$ cat src/rtl/remap_pkg.sv
package remap_pkg;
  // strobes from the control to the table datapath
  typedef struct packed {
    logic retire;    // kill the reported entry
    logic relocate;  // copy its module number into the next spare
  } remapStrobe_t;
endpackage

$ cat src/rtl/remap_cam_ctrl.sv
module remap_cam_ctrl
  import remap_pkg::*;
#(
  parameter int MOD_BITS = 2,
  parameter int SPARES   = 2,
  localparam int BASE    = 1 << MOD_BITS,
  localparam int WORDS   = BASE + SPARES,
  localparam int IDXW    = $clog2(WORDS),
  localparam int CNTW    = $clog2(SPARES + 1)
) (
  input  logic             clk,
  input  logic             rstN,
  input  logic             faultValid,
  input  logic [IDXW-1:0]  faultIndex,
  input  logic [WORDS-1:0] validVec,
  output remapStrobe_t     strobe,
  output logic [IDXW-1:0]  victim,
  output logic [IDXW-1:0]  spareSlot
);
  logic [CNTW-1:0] freeCount;
  logic inRange;
  logic hitLive;

  assign inRange   = ({1'b0, faultIndex} < (IDXW+1)'(WORDS));
  assign hitLive   = faultValid && inRange && validVec[faultIndex];
  assign victim    = faultIndex;
  // lowest unused spare: spares are consumed strictly in ascending order
  assign spareSlot = IDXW'(BASE) + IDXW'(SPARES) - IDXW'(freeCount);

  always_comb begin
    strobe.retire   = hitLive;
    strobe.relocate = hitLive && (freeCount != '0);
  end

  always_ff @(posedge clk or negedge rstN) begin
    if (!rstN) freeCount <= CNTW'(SPARES);
    else if (strobe.relocate) freeCount <= freeCount - 1'b1;
  end

  // the spare handed out must still be unused (dead) in the table
  assert_spare_unused_R4: assert property (@(posedge clk) disable iff (!rstN)
    strobe.relocate |-> !validVec[spareSlot]);
  // the free-spare count never grows
  assert_free_monotonic_R4: assert property (@(posedge clk) disable iff (!rstN)
    freeCount <= $past(freeCount));
endmodule

$ cat src/rtl/remap_cam_dp.sv
module remap_cam_dp
  import remap_pkg::*;
#(
  parameter int MOD_BITS = 2,
  parameter int SPARES   = 2,
  localparam int BASE    = 1 << MOD_BITS,
  localparam int WORDS   = BASE + SPARES,
  localparam int IDXW    = $clog2(WORDS)
) (
  input  logic                clk,
  input  logic                rstN,
  input  logic                lookupValid,
  input  logic [MOD_BITS-1:0] lookupModule,
  input  remapStrobe_t        strobe,
  input  logic [IDXW-1:0]     victim,
  input  logic [IDXW-1:0]     spareSlot,
  output logic [WORDS-1:0]    validVec,
  output logic                selValid,
  output logic [WORDS-1:0]    moduleSelect,
  output logic                refError
);
  logic [MOD_BITS-1:0] storedMod [WORDS];
  logic [WORDS-1:0]    hitVec;

  // parallel compare, one comparator per entry
  for (genvar i = 0; i < WORDS; i++) begin : g_cmp
    assign hitVec[i] = validVec[i] && (storedMod[i] == lookupModule);
  end

  always_ff @(posedge clk or negedge rstN) begin
    if (!rstN) begin
      for (int i = 0; i < WORDS; i++) begin
        storedMod[i] <= (i < BASE) ? MOD_BITS'(i) : '0;
        validVec[i]  <= (i < BASE);
      end
    end else begin
      if (strobe.retire) validVec[victim] <= 1'b0;
      if (strobe.relocate) begin
        storedMod[spareSlot] <= storedMod[victim];
        validVec[spareSlot]  <= 1'b1;
      end
    end
  end

  // match register: resolved against the table before this cycle's update
  always_ff @(posedge clk or negedge rstN) begin
    if (!rstN) begin
      selValid     <= 1'b0;
      moduleSelect <= '0;
      refError     <= 1'b0;
    end else begin
      selValid     <= lookupValid;
      moduleSelect <= lookupValid ? hitVec : '0;
      refError     <= lookupValid && (hitVec == '0);
    end
  end

  assert_onehot_select_R9: assert property (@(posedge clk) disable iff (!rstN)
    $onehot0(moduleSelect));
  assert_live_count_R9: assert property (@(posedge clk) disable iff (!rstN)
    $countones(validVec) <= BASE);
  assert_retire_kills_R3: assert property (@(posedge clk) disable iff (!rstN)
    strobe.retire |=> !validVec[$past(victim)]);
  assert_relocate_live_R5: assert property (@(posedge clk) disable iff (!rstN)
    strobe.relocate |=> validVec[$past(spareSlot)]);
  assert_error_no_select_R7: assert property (@(posedge clk) disable iff (!rstN)
    refError |-> (moduleSelect == '0) && selValid);
endmodule

$ cat src/rtl/module_remap_cam.sv
module module_remap_cam
  import remap_pkg::*;
#(
  parameter int MOD_BITS = 2,
  parameter int SPARES   = 2,
  localparam int BASE    = 1 << MOD_BITS,
  localparam int WORDS   = BASE + SPARES,
  localparam int IDXW    = $clog2(WORDS)
) (
  input  logic                clk,
  input  logic                rstN,
  input  logic                lookupValid,
  input  logic [MOD_BITS-1:0] lookupModule,
  input  logic                faultValid,
  input  logic [IDXW-1:0]     faultIndex,
  output logic                selValid,
  output logic [WORDS-1:0]    moduleSelect,
  output logic                refError
);
  remapStrobe_t     strobe;
  logic [IDXW-1:0]  victim;
  logic [IDXW-1:0]  spareSlot;
  logic [WORDS-1:0] validVec;

  remap_cam_ctrl #(.MOD_BITS(MOD_BITS), .SPARES(SPARES)) u_ctrl (
    .clk(clk), .rstN(rstN), .faultValid(faultValid), .faultIndex(faultIndex),
    .validVec(validVec), .strobe(strobe), .victim(victim), .spareSlot(spareSlot));

  remap_cam_dp #(.MOD_BITS(MOD_BITS), .SPARES(SPARES)) u_dp (
    .clk(clk), .rstN(rstN), .lookupValid(lookupValid), .lookupModule(lookupModule),
    .strobe(strobe), .victim(victim), .spareSlot(spareSlot), .validVec(validVec),
    .selValid(selValid), .moduleSelect(moduleSelect), .refError(refError));
endmodule

$ cat config.mk
export PLATFORM = sky130hd
export DESIGN_NAME = module_remap_cam
export DESIGN_NICKNAME = d
export VERILOG_FILES = /design/src/rtl/remap_pkg.sv /design/src/rtl/remap_cam_ctrl.sv /design/src/rtl/remap_cam_dp.sv /design/src/rtl/module_remap_cam.sv
export SDC_FILE = /design/constraint.sdc
export NUM_CORES = 1
export LEC_CHECK = 0
export BUFFER_PORTS_ARGS = -buffer_cell sky130_fd_sc_hd__buf_2
export CAP_MARGIN = 25
export CELL_PAD_IN_SITES_DETAIL_PLACEMENT = 1
export CELL_PAD_IN_SITES_GLOBAL_PLACEMENT = 2
export CORE_MARGIN = 4
export CORE_UTILIZATION = 36
export CTS_BUF_LIST = sky130_fd_sc_hd__clkbuf_8 sky130_fd_sc_hd__clkbuf_16
export CTS_CLUSTER_SIZE = 16
export DETAILED_ROUTE_END_ITERATION = 6
export PLACE_DENSITY = 0.82
export SYNTH_ARGS = -nofsm -noshare
export SYNTH_HDL_FRONTEND = slang
export SYNTH_HIERARCHICAL = 1
export SYNTH_SLANG_ARGS = --single-unit
$ cat constraint.sdc
create_clock -name clk -period 2 [get_ports clk]
set_input_delay 0.2 -clock clk [delete_from_list [all_inputs] [get_ports clk]]
set_output_delay 0.2 -clock clk [all_outputs]
set_load 0.03 [all_outputs]
==> results of run 1 <==
final cells by class:
class                   count  area, um^2
multi-input cells         103         717
repair buffers             24         143
fillers                   468        2280
flip-flops and latches     28         712
clock buffers               4        55.1
well taps                  50        62.6
inverters                   9        33.8
layout by cell type (no fill, tap or decap):
cell,n
a21o_1,1
a21oi_1,7
a21oi_2,1
buf_2,16
buf_4,7
clkbuf_8,4
dfrtp_1,19
dfstp_2,9
dlygate4sd3_1,1
ha_1,2
inv_1,8
inv_2,1
mux2i_1,10
nand2_1,11
nand2b_1,5
nand2b_2,1
nand3_1,9
nand4b_1,2
nor2_1,14
nor2_2,2
nor2b_1,1
nor2b_2,1
nor3_1,4
nor3_2,2
nor3_4,1
nor3b_2,2
nor3b_4,2
o21ai_0,5
o21ai_1,4
o22ai_1,2
o311ai_4,1
xnor2_1,13
worst max-delay path by stage:
| stage | cells past startpoint | start | endpoint | slack [ps] |
|---|---|---|---|---|
| 3_3_place_gp | 8 | u_dp/validVec[3] | u_dp/storedMod[2] | 130 |
| 6_report | 8 | u_dp/validVec[3] | u_dp/storedMod[6] | 100 |
| 5_1_grt | 8 | u_dp/validVec[3] | u_dp/storedMod[6] | -60 |
| 2_1_floorplan | 8 | u_dp/validVec[3] | u_dp/storedMod[2] | 290 |
| 4_1_cts | 8 | u_dp/validVec[3] | u_dp/storedMod[3] | -9 |
| 3_5_place_dp | 8 | u_dp/validVec[3] | u_dp/storedMod[3] | 20 |
flip-flops by register name, indices dropped and copies added, names as in the netlist:
register and count:
u_dp/storedMod 12, u_dp/validVec 6, u_dp/refError 1, u_dp/moduleSelect 6, u_ctrl/freeCount 2, u_dp/selValid 1
cells by family after synthesis:
family / Yosys count / synth area share [%]
AND/OR/NAND/NOR: 57 / 21.3
multiplexers: 10 / 6.68
AO/OA/AOI/OAI: 21 / 8.76
buffers and inverters: 17 / 6.51
XOR/XNOR: 13 / 7.60
flip-flops: 28 / 47.5
adder cells (fa/ha/maj): 2 / 1.67
routing by layer:
| metal | routed length, um | track usage (%) | up-vias |
|---|---|---|---|
| met5 | 0 | 0 | - |
| met4 | 60 | 4.71 | 0 |
| met3 | 144 | 3.46 | 4 |
| met2 | 1860 | 26.4 | 24 |
| met1 | 1560 | 17.0 | 533 |
| li1 | - | - | 534 |
power by group through the flow:
stage / combinational (mW) / sequential [mW] / clock [mW]
5_1_grt: 0.0771 / 0.570 / 0.391
3_3_place_gp: 0.0668 / 0.580 / 0
6_report: 0.0700 / 0.569 / 0.357
3_5_place_dp: 0.0692 / 0.580 / 0
2_1_floorplan: 0.0390 / 0.584 / 0
4_1_cts: 0.0710 / 0.569 / 0.370
through the flow:
step,utilization (%),hold WS (ps),total power [mW]
2_1_floorplan,-,-95.6,0.623
3_3_place_gp,40.2,243,0.646
3_5_place_dp,40.2,261,0.649
4_1_cts,41.8,49.8,1.01
5_1_grt,43.1,49.1,1.04
6_report,43.1,55.8,0.996
what timing repair did:
action | 4_1_cts | 5_1_grt
cloned | 0 | 0
hold buffers | 1 | 0
hold endpoints to repair | 19 | 0
gates resized for setup | 0 | 7
buffers inserted | 0 | 3
pin swaps | 0 | 4
endpoints found under the setup margin | 2 | 9
==> run metrics, run 1 <==
Synth area leader=dfrtp_1; vias in the first global route=about 1200; switching share of power=a little under a quarter; share of power burned in the clock network=approximately 36%; register-to-register setup slack=around 100 ps; PortBufs=16; Hold Crit Class=input port to flip-flop; largest net degree at the start of global routing=29; maximum vdd drop=between 0.0004 and 0.0005 V; Max Fclk=roughly 530 MHz; delay-heaviest family, CP=simple AND/OR/NAND/NOR gates; Vias=1095; leakage power=approximately 0.8 nW; internal power=approximately 770 uW; Worst-Skew Late Latency=between 200 and 300 ps; Final setup viols=0; Area after DPL=1610 um^2; initial antenna violation count=0; gpl congestion=about 0.76; Worst Setup Start Kind=flip-flop; die area=5260 um^2; grt ovf=0; Critical Path, Cell by Cell=mux2i_1, nor3b_2, o311ai_4, inv_2, nand2b_2, nor3b_4, nor2_1, a21oi_1; final hold vios=0; Slowest cell on crit path=dfstp_2; Top FF cell, synth=dfrtp_1; pwr dens=slightly below 600 nW/um^2; Finished Cell Area=between 1500 and 2000 um^2; Yosys cell types=24; CTS root buffer=clkbuf_8; Buf+Inv Stages, Crit Path=1; Post-Synthesis Cell Area=about 1500 um^2; WL per Instance=between 15 and 20 um; Worst slew margin=55.6%; Synth Instances=between 100 and 150; Net Sw Power=227 uW; pins over their slew limit=0; number of synthesis warnings=6; Num CTS Buffers=3; Post-synth ARST share=100%; Max Root-Sink Buffers=2; row count=23; syn nets=about 160; # placed instances=between 200 and 250; hold path startpoint=lookupValid; sequential area share after synthesis=between 40% and 50%; Flop pwr share=a little under three fifths; share of the synthesized area in the top cell type=a little under a third; count of flip-flops with a built-in enable after synthesis=0; first-pass GRT wire length=roughly 5800 um; Synth area leaders=dfrtp_1, dfstp_2, xnor2_1; Num Clock Sinks=28; path depth of the worst reg2reg path=8; crit share post-route=a little over nine tenths; worst reg2reg path startpoint=u_dp/validVec[3]; Commonest cells post-synth=dfrtp_1, nor2_1, xnor2_1; htree depth=1; CP Data Required Time=between 2000 and 2500 ps; R2R Path End=u_dp/storedMod[6]; fin worst setup slack=~98 ps; Layout Skew=between 1.5 and 2 ps; DP HPWL=roughly 2800 um; worst-margin pin slew=about 670 ps; Detailed Routing Iterations Pass 1=4; P&R area growth vs syn=14.9%; DIE HEIGHT=between 70 and 80 um; Core Area=4000 um^2; post-synthesis average cell area=~10 um^2; count leader, synth=dfrtp_1; ant diodes=0; run status=completed; WS Path Type=flip-flop to flip-flop; CP peak stage delay=550 ps; CP Max Fanout=5; Die Width=between 70 and 80 um; Critical Path AT=around 2100 ps; DR DRC count=0; IO Pins=17; total negative slack=0 ps; CTS tree=built; final cell count without fillers=218; clk slew on worst S/H paths=100 ps; Final #Nets=180; crit path time final=between 1500 and 2000 ps; Place WS=~19 ps; total length of routed wires=3620 um; CP endpoint kind=flip-flop; hold path cells=1; combinational share of power=about 7%; iteration-0 DRC count of the detailed router=33; final antenna-violating net count=0; Tot GR Track Use=14.6%; synthesis-stage register bit count=28; Hold EP=u_dp/selValid; Starting Density=between 30% and 40%; layout cells sized above 1=29.8%; Via density=5.02; max-cap violations=0
Power figures use the tool's default switching activity.
==> run 2, diff against run 1 <==
--- a/config.mk
+++ b/config.mk
@@ -15,6 +15,7 @@
 export CTS_CLUSTER_SIZE = 16
 export DETAILED_ROUTE_END_ITERATION = 6
 export PLACE_DENSITY = 0.82
+export RECOVER_POWER = 50
 export SYNTH_ARGS = -nofsm -noshare
 export SYNTH_HDL_FRONTEND = slang
 export SYNTH_HIERARCHICAL = 1
==> run 2 against run 1 <==
  * Hold slack better by 9.1 ps
  * Routed wire length is essentially flat
  * Critical path depth unchanged
  * Power about the same
  * Largest power group unchanged
  * Clock skew is essentially flat
  * Clock-buffer cell count is the same
  * Highest routed layer unchanged
  * Core utilization hardly changed
  * Non-clock buffer count is the same
  * Sequential cell count stayed put
==> run metrics, run 2 (same netlist as run 1, synthesis figures left out) <==
final hold vios=0 (unchanged); CTS tree=built (unchanged); path depth of the worst reg2reg path=8 (unchanged); WS Path Type=flip-flop to flip-flop (unchanged); Net Sw Power=227 uW (about the same); Worst Setup Start Kind=flip-flop (unchanged); largest net degree at the start of global routing=29 (unchanged); met3 usage=3.46% (unchanged); Layout Skew=1.59 ps (was 1.69 ps); max-cap violations=0 (unchanged); run status=completed (unchanged); CP Data Required Time=2200 ps (about the same); combinational share of power=7.0% (about the same); Vias=1094 (was 1095); maximum vdd drop=0.000450 V (about the same); die area=5260 um^2 (unchanged); CTS root buffer=clkbuf_8 (unchanged); layout cells sized above 1=29.2% (was 29.8%); Detailed Routing Iterations Pass 1=4 (unchanged); Finished Cell Area=1720 um^2 (about the same); final antenna-violating net count=0 (unchanged); CP endpoint kind=flip-flop (unchanged); iteration-0 DRC count of the detailed router=33 (unchanged); DIE HEIGHT=72.5 um (unchanged); Worst slew margin=50.7% (was 55.6%); number of flip-flops under the largest register name=12 (unchanged); Max Fclk=526 MHz (about the same); row count=23 (unchanged); ant diodes=0 (unchanged); switching share of power=22.8% (about the same); first-pass GRT wire length=5840 um (unchanged); Place WS=18.7 ps (unchanged); CP Max Fanout=5 (unchanged); crit share post-route=95.1% (about the same); Core Area=4000 um^2 (unchanged); Max Root-Sink Buffers=2 (unchanged); Via density=5.02 (about the same); crit path time final=1900 ps (about the same); total length of routed wires=3620 um (about the same); hold path cells=1 (unchanged); Util after Layout=43.0% (was 43.1%); Reg with most FFs=u_dp/storedMod (unchanged); Hold Crit Class=input port to flip-flop (unchanged); initial antenna violation count=0 (unchanged); Final setup viols=0 (unchanged); clk slew on worst S/H paths=100 ps (about the same); worst-margin pin slew=740 ps (was 666 ps); grt ovf=0 (unchanged); pwr dens=578 nW/um^2 (about the same); P&R area growth vs syn=14.9% (about the same); vias in the first global route=1206 (unchanged); PortBufs=16 (unchanged); leading cell type in the layout, fill and taps excluded=dfrtp_1 (unchanged); # fillers=469 (was 468); gr busiest metal=met2 (unchanged); Tot GR Track Use=14.6% (unchanged); gpl congestion=0.763 (unchanged); leakage power=0.793 nW (was 0.795 nW); fin worst setup slack=97.6 ps (was 97.7 ps); DP HPWL=2760 um (unchanged); Num Clock Sinks=28 (unchanged); share of power burned in the clock network=35.8% (about the same); Flop pwr share=57.2% (was 57.1%); WL per Instance=16.6 um (about the same); IO Pins=17 (unchanged); met2 GRT Util=26.4% (unchanged); total negative slack=0 ps (unchanged); Final #Nets=180 (unchanged); Starting Density=37.5% (unchanged); Worst-Skew Late Latency=280 ps (about the same); Critical Path AT=2110 ps (about the same); Area after DPL=1610 um^2 (unchanged); htree depth=1 (unchanged); internal power=769 uW (about the same); Num CTS Buffers=3 (unchanged); largest registers=u_dp/storedMod (12), u_dp/moduleSelect (6), u_dp/validVec (6) (unchanged); met1 usage=17.0% (unchanged); most frequent cells in the layout=dfrtp_1, buf_2, nor2_1, xnor2_1, nand2_1 (unchanged); DR DRC count=0 (unchanged); Die Width=72.5 um (unchanged); pins over their slew limit=0 (unchanged)
-- run 2: cell types whose count changed in the layout (fill, tap and decap cells not counted), sizes merged --
cell    previous run  this run
buf               23        21
clkbuf             4         6
-- run 2: metrics by stage --
| step | cells | hold WS [ps] | power (mW) |
|---|---|---|---|
| 6_report | 218 | 64.9 | 0.996 |
| 5_1_grt | 218 | 53.3 | 1.04 |
| 3_5_place_dp | 210 | 261 | 0.649 |
| 2_1_floorplan | 148 | -95.6 | 0.623 |
| 3_3_place_gp | 210 | 243 | 0.646 |
| 4_1_cts | 215 | 49.8 | 1.01 |
-- run 2: layer usage --
metal / vias up / routed length (um)
li1: 534 / -
met1: 532 / 1550
met2: 24 / 1860
met3: 4 / 147
met4: 0 / 60
met5: - / 0
-- run 2: layout make-up --
cell class / instances / area, um^2 / share of cell area, %
multi-input cells: 103 / 717 / 41.6
flip-flops and latches: 28 / 712 / 41.4
repair buffers: 24 / 141 / 8.21
well taps: 50 / 62.6 / 3.63
clock buffers: 4 / 55.1 / 3.20
inverters: 9 / 33.8 / 1.96
-- run 2: worst paths after layout --
check,from,to,slack (ps)
min,lookupValid,u_dp/selValid,60
max in group asynchronous,rstN,u_dp/validVec[4],1020
max reg2reg,u_dp/validVec[3],u_dp/storedMod[6],100
min in group asynchronous,rstN,u_dp/moduleSelect[1],510
max,u_dp/validVec[3],u_dp/storedMod[6],100
min reg2reg,u_dp/storedMod[5],u_dp/storedMod[5],490
-- run 2: power by group through the flow --
stage	clock (mW)	sequential [mW]	combinational (mW)
2_1_floorplan	0	0.584	0.0390
3_3_place_gp	0	0.580	0.0668
3_5_place_dp	0	0.580	0.0692
4_1_cts	0.370	0.569	0.0710
5_1_grt	0.391	0.570	0.0767
6_report	0.357	0.569	0.0697
-- run 2: timing repair --
item	in CTS	in global routing
setup endpoints to repair	2	9
pin swaps	0	4
buffers inserted	0	3
resized for setup	0	7
cloned	0	0
hold buffers	1	0
hold endpoints to repair	19	0
-- run 2: critical path: stages, from the launching register on --
cell,delay (ps)
dfstp_2,550
mux2i_1,80
nor3b_2,290
o311ai_4,140
inv_2,120
nand2b_2,140
nor3b_4,290
nor2_1,80
a21oi_1,130
==> run 3, diff against run 2 <==
--- a/config.mk
+++ b/config.mk
@@ -14,6 +14,7 @@
 export CTS_BUF_LIST = sky130_fd_sc_hd__clkbuf_8 sky130_fd_sc_hd__clkbuf_16
 export CTS_CLUSTER_SIZE = 16
 export DETAILED_ROUTE_END_ITERATION = 6
+export GPL_TIMING_DRIVEN = 0
 export PLACE_DENSITY = 0.82
 export RECOVER_POWER = 50
 export SYNTH_ARGS = -nofsm -noshare
==> run 3 against run 2 <==
  * Via count up 2.7%
  * First-iteration DRC count up 33%
  * Non-clock buffer count up 3
  * Cell area up 2.8%
  * Routed wire length down 0.36%
  * Setup slack better by 38 ps
  * Combinational power up 8.8%
  * Critical endpoint is now u_dp/storedMod[5]
  * Largest power group unchanged
==> run metrics, run 3 (same netlist as run 1, synthesis figures left out) <==
IO Pins=17 (unchanged); most frequent cells in the layout=dfrtp_1, nor2_1, buf_2, xnor2_1 (was dfrtp_1, buf_2, nor2_1, xnor2_1, nand2_1); Area after DPL=1630 um^2 (was 1610 um^2); Starting Density=37.5% (unchanged); Max Fclk=536 MHz (was 526 MHz); final hold vios=0 (unchanged); largest net degree at the start of global routing=29 (unchanged); P&R area growth vs syn=18.1% (was 14.9%); Flop pwr share=52.1% (was 57.2%); Slowest cell on crit path=dfstp_2 (unchanged); gpl congestion=0.720 (was 0.763); vias in the first global route=1261 (was 1206); first-pass GRT wire length=6040 um (was 5840 um); Final Power=1.09 mW (was 996 uW); pins over their slew limit=0 (unchanged); combinational share of power=6.9% (was 7.0%); Net Sw Power=227 uW (about the same); CP Data Required Time=2200 ps (about the same); Finished Cell Area=1770 um^2 (was 1720 um^2); DIE HEIGHT=72.5 um (unchanged); total negative slack=0 ps (unchanged); iteration-0 DRC count of the detailed router=44 (was 33); CTS root buffer=clkbuf_8 (unchanged); Core Area=4000 um^2 (unchanged); CP Max Fanout=5 (unchanged); number of flip-flops under the largest register name=12 (unchanged); Final #Nets=183 (was 180); Place WS=-86.3 ps (was 18.7 ps); maximum vdd drop=0.000361 V (was 0.000450 V); Die Width=72.5 um (unchanged); Hold Crit Class=input port to flip-flop (unchanged); WHS=63.7 ps (was 64.9 ps); initial antenna violation count=0 (unchanged); Detailed Routing Iterations Pass 1=4 (unchanged); total length of routed wires=3600 um (was 3620 um); WL per Instance=16.3 um (was 16.6 um); Worst Setup Start Kind=flip-flop (unchanged); ant diodes=0 (unchanged); grt ovf=0 (unchanged); Tot GR Track Use=14.9% (was 14.6%); worst-margin pin slew=636 ps (was 740 ps); final antenna-violating net count=0 (unchanged); Max Root-Sink Buffers=2 (unchanged); crit path time final=1860 ps (was 1900 ps); crit share post-route=93.2% (was 95.1%); layout cells sized above 1=29.8% (was 29.2%); Vias=1123 (was 1094); pwr dens=617 nW/um^2 (was 578 nW/um^2); CP endpoint kind=flip-flop (unchanged); switching share of power=20.8% (was 22.8%); clk slew on worst S/H paths=100 ps (about the same); CTS tree=built (unchanged); Reg with most FFs=u_dp/storedMod (unchanged); htree depth=1 (unchanged); DR DRC count=0 (unchanged); Via density=5.08 (was 5.02); Critical Path AT=2070 ps (was 2110 ps); Final setup viols=0 (unchanged); leading cell type in the layout, fill and taps excluded=dfrtp_1 (unchanged); WS Path Type=flip-flop to flip-flop (unchanged); leakage power=0.817 nW (was 0.793 nW); run status=completed (unchanged); row count=23 (unchanged); max-cap violations=0 (unchanged); internal power=866 uW (was 769 uW); die area=5260 um^2 (unchanged); Critical Path, Cell by Cell=mux2i_1, nor3b_2, o311ai_4, inv_2, buf_4, nand4b_1, nand2_1, o21ai_1 (was mux2i_1, nor3b_2, o311ai_4, inv_2, nand2b_2, nor3b_4, nor2_1, a21oi_1); Worst slew margin=57.6% (was 50.7%); share of power burned in the clock network=41.0% (was 35.8%); PortBufs=14 (was 16); DP HPWL=2760 um (about the same); fin worst setup slack=136 ps (was 97.6 ps); # fillers=463 (was 469); largest registers=u_dp/storedMod (12), u_dp/moduleSelect (6), u_dp/validVec (6) (unchanged); Num CTS Buffers=3 (unchanged); Num Clock Sinks=28 (unchanged); CP peak stage delay=560 ps (was 550 ps); Worst-Skew Late Latency=270 ps (was 280 ps); Layout Skew=3.97 ps (was 1.59 ps)
-- run 3: cell type report --
cell class / count / area [um^2] / area share (%)
timing repair buffer: 19 / 109 / 6.15
buffer: 8 / 63.8 / 3.60
multi-input combinational: 103 / 718 / 40.6
clock inverter: 1 / 30.0 / 1.70
tap: 50 / 62.6 / 3.53
clock buffer: 3 / 41.3 / 2.33
sequential: 28 / 712 / 40.2
inverter: 9 / 33.8 / 1.91
-- run 3: critical path, delay by kind of cell, from the launching register on --
family | cells | cell delay [ps]
buf+inv | 2 | 250
simple gates | 3 | 670
flops | 1 | 560
mux | 1 | 80
compound gates | 2 | 220
-- run 3: power by group through the flow --
| stage | registers, mW | clock network (mW) | logic, mW |
|---|---|---|---|
| after floorplan | 0.584 | 0 | 0.0390 |
| after global placement | 0.579 | 0 | 0.0719 |
| after detailed placement | 0.580 | 0 | 0.0749 |
| after CTS | 0.569 | 0.463 | 0.0769 |
| after global routing | 0.570 | 0.485 | 0.0832 |
| final | 0.569 | 0.448 | 0.0758 |
-- run 3: layer usage --
| metal | vias to the layer above | track usage [%] | routed length [um] |
|---|---|---|---|
| met1 | 556 | 18.0 | 1580 |
| met3 | 4 | 2.77 | 149 |
| li1 | 540 | - | - |
| met5 | - | 0 | 0 |
| met2 | 23 | 26.5 | 1840 |
| met4 | 0 | 4.92 | 31 |
-- run 3: repair_timing --
action,in CTS,in global routing
hold buffers,1,0
pin swaps,1,3
resized for setup,1,8
endpoints found under the hold margin,19,0
endpoints found under the setup margin,3,11
buffers inserted,1,3
-- run 3: final timing paths --
kind	from	to	slack, ps	depth (start not counted)
hold reg to reg	u_dp/storedMod[4]	u_dp/storedMod[4]	500	2
min in group asynchronous	rstN	u_dp/validVec[4]	470	2
setup reg to reg	u_dp/validVec[3]	u_dp/storedMod[5]	140	8
max in group asynchronous	rstN	u_dp/storedMod[2]	1120	2
hold / removal	lookupValid	u_dp/selValid	60	1
setup / recovery	u_dp/validVec[3]	u_dp/storedMod[5]	140	8
-- run 3: metrics by stage --
step                      std cells  util [%]
after floorplan                 148         -
after global placement          212      40.8
after detailed placement        212      40.8
after CTS                       218      43.2
after global routing            221      44.3
final                           221      44.3
